### src/rtl/cfgRomPkg.sv
`timescale 1ns/100ps
package cfgRomPkg;

  localparam int WORD_W = 32;

  // Strobes the control block hands to the datapath each cycle.
  typedef struct packed {
    logic clearPtr;
    logic stepPtr;
  } ctrlStrobes_t;

  // Stored word content, derived arithmetically from the word index.
  function automatic logic [WORD_W-1:0] romWord(input int unsigned idx);
    logic [WORD_W-1:0] prod;
    prod = WORD_W'((idx + 1) * 32'h9E37_79B9);
    return prod ^ 32'h5A3C_96E1;
  endfunction

endpackage

### src/rtl/cfgRomCtrl.sv
`timescale 1ns/100ps
module cfgRomCtrl
  import cfgRomPkg::*;
(
  input  logic         chipEnN,
  input  logic         rstOePin,
  input  logic         resetHigh,
  input  logic         atEnd,
  output ctrlStrobes_t strobes,
  output logic         dataDrive,
  output logic         cascadeOutN
);

  logic resetActive;
  logic oeActive;
  logic ceActive;

  // Polarity decode of the shared pin.
  always_comb begin
    if (resetHigh) begin
      resetActive = rstOePin;
      oeActive    = ~rstOePin;
    end else begin
      resetActive = ~rstOePin;
      oeActive    = rstOePin;
    end
  end

  assign ceActive = ~chipEnN;

  always_comb begin
    strobes.clearPtr = resetActive;
    strobes.stepPtr  = ceActive & oeActive & ~atEnd;
  end

  assign dataDrive   = ceActive & oeActive & ~atEnd;
  assign cascadeOutN = ~(ceActive & oeActive & atEnd);

endmodule

### src/rtl/cfgRomDatapath.sv
`timescale 1ns/100ps
module cfgRomDatapath
  import cfgRomPkg::*;
#(
  parameter int WORDS = 4,
  localparam int TOTAL_BITS = WORDS * WORD_W,
  localparam int IDX_W = $clog2(TOTAL_BITS),
  localparam int PTR_W = $clog2(TOTAL_BITS + 1)
) (
  input  logic             clk,
  input  logic             porN,
  input  ctrlStrobes_t     strobes,
  output logic [PTR_W-1:0] bitPtr,
  output logic             atEnd,
  output logic             dataBit
);

  logic [TOTAL_BITS-1:0] romBits;

  // Array contents fixed at elaboration, one word per generate pass.
  for (genvar w = 0; w < WORDS; w++) begin : gWord
    assign romBits[w*WORD_W +: WORD_W] = romWord(w);
  end

  always_ff @(posedge clk or negedge porN) begin
    if (!porN) begin
      bitPtr <= '0;
    end else if (strobes.clearPtr) begin
      bitPtr <= '0;
    end else if (strobes.stepPtr) begin
      bitPtr <= bitPtr + PTR_W'(1);
    end
  end

  assign atEnd   = (bitPtr == PTR_W'(TOTAL_BITS));
  assign dataBit = atEnd ? 1'b0 : romBits[bitPtr[IDX_W-1:0]];

endmodule

### src/rtl/cfgRomReader.sv
`timescale 1ns/100ps
module cfgRomReader
  import cfgRomPkg::*;
#(
  parameter int WORDS = 4
) (
  input  logic clk,
  input  logic porN,
  input  logic chipEnN,
  input  logic rstOePin,
  input  logic resetHigh,
  output logic dataOut,
  output logic dataDrive,
  output logic cascadeOutN
);

  localparam int TOTAL_BITS = WORDS * WORD_W;
  localparam int PTR_W = $clog2(TOTAL_BITS + 1);

  ctrlStrobes_t     strobes;
  logic [PTR_W-1:0] bitPtr;
  logic             atEnd;

  cfgRomCtrl ctrlInst (
    .chipEnN     (chipEnN),
    .rstOePin    (rstOePin),
    .resetHigh   (resetHigh),
    .atEnd       (atEnd),
    .strobes     (strobes),
    .dataDrive   (dataDrive),
    .cascadeOutN (cascadeOutN)
  );

  cfgRomDatapath #(.WORDS(WORDS)) dpInst (
    .clk     (clk),
    .porN    (porN),
    .strobes (strobes),
    .bitPtr  (bitPtr),
    .atEnd   (atEnd),
    .dataBit (dataOut)
  );

endmodule

### config.mk
export PLATFORM = sky130hd
export DESIGN_NAME = cfgRomReader
export DESIGN_NICKNAME = d
export VERILOG_FILES = /design/src/rtl/cfgRomPkg.sv /design/src/rtl/cfgRomCtrl.sv /design/src/rtl/cfgRomDatapath.sv /design/src/rtl/cfgRomReader.sv
export SDC_FILE = /design/constraint.sdc
export NUM_CORES = 1
export LEC_CHECK = 0
export CAP_MARGIN = 40
export CORE_ASPECT_RATIO = 1.25
export CORE_UTILIZATION = 35
export CTS_CLUSTER_SIZE = 24
export DETAILED_ROUTE_END_ITERATION = 16
export SYNTH_ARGS = -nofsm -noshare
export SYNTH_HDL_FRONTEND = slang
export SYNTH_SLANG_ARGS = --single-unit
### constraint.sdc
create_clock -name clk -period 4.55 [get_ports clk]
set_clock_uncertainty 0.05 [all_clocks]
set_input_delay 0.91 -clock clk [delete_from_list [all_inputs] [get_ports clk]]
set_output_delay 0.91 -clock clk [all_outputs]
set_load 0.01 [all_outputs]
==> impl_table.tex <==
\begin{tabular}{lr}
\hline
Metric & Value \\
\hline
\multicolumn{2}{l}{\textbf{Logic synthesis}} \\
\quad Count of unique library cells instantiated by Yosys & 43 \\
\quad Mean instance size in the synthesized netlist & 9.16 sq um \\
\quad Area of the mapped netlist & 769 sq um \\
\quad Warnings, synthesis & 0 \\
\quad Synthesized netlist cell count & 84 \\
\quad EDFF count, synth & 0 \\
\quad Post-synthesis async set-or-reset flop share & 100\% \\
\quad Sequential cell area fraction in the yosys report & 26.0\% \\
\quad Post-synthesis register bit count & 8 \\
\quad Post-synth net total & 96 \\
\quad Ys flop type & dfrtp\_1 \\
\multicolumn{2}{l}{\textbf{Detailed routing}} \\
\quad Total via count after detailed routing & 631 \\
\quad Overall routed net length & 1510 um \\
\quad DR vias/cell & 5.68 \\
\quad Remaining number of nets flagged by the antenna check after routing & 0 \\
\quad Wire length per cell after detailed routing & 13.6 um \\
\quad Number of iterations in the first detailed-routing pass & 4 \\
\quad Remaining design rule violation count & 0 \\
\quad Number of design-rule violations left by the first detailed-router iteration & 15 \\
\multicolumn{2}{l}{\textbf{Critical path}} \\
\quad Critical path endpoint category & output port \\
\quad Critical R2R Launch & dpInst.bitPtr[3]\$\_DFFE\_PN0P\_ \\
\quad Register-to-register setup slack & 2.93 ns \\
\quad Total buffers and inverters traversed by the critical path & 2 \\
\quad Worst r2r path cells & 4 \\
\quad Required time worst endpoint & 3.59 ns \\
\quad Crit Path Class & register to output port \\
\quad Worst flop-to-flop path endpoint & dpInst.bitPtr[1]\$\_DFFE\_PN0P\_ \\
\quad CP peak stage delay & 0.52 ns \\
\quad Kind of cell with the highest combined delay on the critical path & buffers and inverters \\
\quad Most frequent cell on the critical path & ha\_1 \\
\quad Data arrival, critical path & 2.61 ns \\
\quad Critical Path Slowest Stage Cell & dfrtp\_1 \\
\quad Worst path cell trace & inv\_1, ha\_1, ha\_1, mux4\_1, nand2\_1, a32oi\_1, clkdlybuf4s50\_1 \\
\quad Startpoint kind of the worst setup timing path & register \\
\quad Largest driver fanout on the critical path & 8 \\
\multicolumn{2}{l}{\textbf{Placed design}} \\
\quad HPWL reported at the end of detailed placement & 1140 um \\
\quad Placer congestion estimate & 0.745 \\
\quad Port Buffer Count & 7 \\
\quad Setup WS pre-CTS & 1.24 ns \\
\multicolumn{2}{l}{\textbf{Die}} \\
\quad I/O pin count & 8 \\
\quad Full die area & 2390 sq um \\
\quad Die width & 43.9 um \\
\quad Cell Rows & 18 \\
\quad Initial core utilization & 38.0\% \\
\quad Die height & 54.4 um \\
\quad Area of the core region & 2030 sq um \\
\multicolumn{2}{l}{\textbf{Global route}} \\
\quad Number of global-route vias before repair & 620 \\
\quad Number of antenna violations at the first check in global routing & 0 \\
\quad Overflow left after global routing & 0 \\
\quad Wire length of the first global-routing pass & 2720 um \\
\quad GRT Total Usage & 15.0\% \\
\quad Largest net degree at the start of global routing & 18 \\
\multicolumn{2}{l}{\textbf{Timing}} \\
\quad Final Max Tran Viols & 0 \\
\quad Min cycle time layout & 3.57 ns \\
\quad Smallest hold slack & 0.589 ns \\
\quad Transition time at the pin with the least slew margin & 0.527 ns \\
\quad FMAX & 280 MHz \\
\quad Final setup TNS & 0 ns \\
\quad Setup violations, final & 0 \\
\quad Final setup slack of the worst path & 0.976 ns \\
\quad Normalized max-slew margin & 64.8\% \\
\quad Hold Fails Final Rpt & 0 \\
\quad Final Cycle Share & 78.6\% \\
\quad Setup repair after global routing missed its margin & no \\
\multicolumn{2}{l}{\textbf{Layout}} \\
\quad Number of nets at the end of the flow & 105 \\
\quad Biggest registers after layout & dpInst.bitPtr: 8 flops \\
\quad Final core occ & 42.8\% \\
\quad Fraction of final layout cells with drive strength greater than 1 & 12.1\% \\
\quad Antenna fix cells & 0 \\
\quad Largest register FFs & 8 \\
\quad Register bank with the most flops & dpInst.bitPtr \\
\quad Area growth from synthesis to final layout & 12.7\% \\
\multicolumn{2}{l}{\textbf{Min path}} \\
\quad Worst min-delay path endpoint & dpInst.bitPtr[7]\$\_DFFE\_PN0P\_ \\
\quad Worst Min Path Start & dpInst.bitPtr[7]\$\_DFFE\_PN0P\_ \\
\quad Type of the tightest min-delay check & register to register \\
\quad Worst Hold Path Cells & 2 \\
\multicolumn{2}{l}{\textbf{Clock tree}} \\
\quad Buffer cell driving the clock tree root & clkbuf\_4 \\
\quad Post-CTS setup buffers & 0 \\
\quad TritonCTS clock tree & done \\
\quad Maximum root-to-sink buffer count & 2 \\
\quad \# resized after CTS & 0 \\
\quad Clock edge transition at the registers on the reported setup and hold paths & 0.05 ns \\
\quad Number of clock sinks & 8 \\
\quad TritonCTS Buffers & 3 \\
\quad CTS H-tree lvls & 1 \\
\quad Count of hold buffers inserted by post-cts repair & 0 \\
\quad Worst-Skew Late Latency & 0.25 ns \\
\multicolumn{2}{l}{\textbf{Pwr}} \\
\quad Max rail drop VDD & 163 uV \\
\quad Power density relative to cell area & 210 nW/um\^{}2 \\
\quad Leak pwr & 0.367 nW \\
\multicolumn{2}{l}{\textbf{Flow run}} \\
\quad \# Max-Cap Violations & 0 \\
\multicolumn{2}{l}{\textbf{Status}} \\
\quad Status & completed \\
\hline
\end{tabular}
==> layout by cell type, fill, tap and decap left out, types with 2 or more instances in the layout <==
cell / synthesis / final
clkdlybuf4s50_1: 0 / 7
xnor2_1: 4 / 4
nand3_1: 2 / 2
nor2_1: 9 / 9
inv_1: 3 / 3
ha_1: 7 / 7
a31oi_1: 2 / 2
dfrtp_1: 8 / 8
clkbuf_4: 0 / 3
mux2i_1: 2 / 2
xor2_1: 2 / 2
nor2b_1: 3 / 3
nand2_1: 9 / 9
a21oi_1: 2 / 2
==> final cells by class <==
type	count	area (sq um)
sequential	8	200
inverter	3	11.3
tap	20	25.0
multi-input combinational	69	531
fill	207	1160
timing repair buffer	8	77.6
clock buffer	3	22.5
==> how the worst max path moves through the flow <==
stage	startpoint	endpoint	slack (ns)	depth (start not counted)
global placement	dpInst.bitPtr[1]$_DFFE_PN0P_	dataOut	1.26	7
global route	dpInst.bitPtr[1]$_DFFE_PN0P_	dataOut	0.79	7
finish	dpInst.bitPtr[0]$_DFFE_PN0P_	dataOut	0.98	7
detailed placement	dpInst.bitPtr[1]$_DFFE_PN0P_	dataOut	1.24	7
floorplan	dpInst.bitPtr[0]$_DFFE_PN0P_	dataOut	1.86	6
CTS	dpInst.bitPtr[1]$_DFFE_PN0P_	dataOut	0.96	7
==> cell usage after synthesis, types with 2 or more instances <==
cell type	n	area, sq um
a31oi_1	2	12.5
mux2i_1	2	20.0
dfrtp_1	8	200
inv_1	3	11.3
ha_1	7	87.6
xor2_1	2	17.5
xnor2_1	4	35.0
nand3_1	2	10.0
nor2_1	9	33.8
nor2b_1	3	18.8
a21oi_1	2	10.0
nand2_1	9	33.8
==> power by group <==
part	internal, mW	leakage [nW]	total, mW	switching, mW
Clock	0.0300	0.0138	0.0516	0.0216
Combinational	0.0237	0.243	0.0478	0.0241
Sequential	0.0740	0.110	0.0822	0.00826
Total	0.128	0.367	0.182	0.0540
==> metal layers <==
layer | global-route usage [%] | routed length [um] | vias to the layer above
met5 | 0 | 0 | -
met4 | 3.03 | 14 | 0
met3 | 2.97 | 40 | 4
met2 | 26.4 | 741 | 9
met1 | 19.0 | 715 | 299
li1 | - | - | 319
==> metrics by stage <==
stage                     std cells  instance area [sq um]  power, mW
after detailed placement        108                    845      0.132
final                           111                    867      0.182
after CTS                       111                    867      0.184
after floorplan                  84                    769      0.114
after global placement          108                    845      0.131
after global routing            111                    867      0.195
==> kinds of logic after synthesis <==
group | synth area share, %
simple gates | 26.3
compound gates | 18.4
flops | 26.0
buf+inv | 5.04
fa+ha+maj | 11.4
xor+xnor | 6.83
mux | 6.02
==> worst register-to-register path, delay by kind of cell (launching register included) <==
kind,cells,cell delay [ns]
and+or+nand+nor,2,0.49
DFF,1,0.56
muxes,1,0.19
AOI/OAI and AO/OA,1,0.21
No activity file was read; power rests on OpenSTA's default activity.
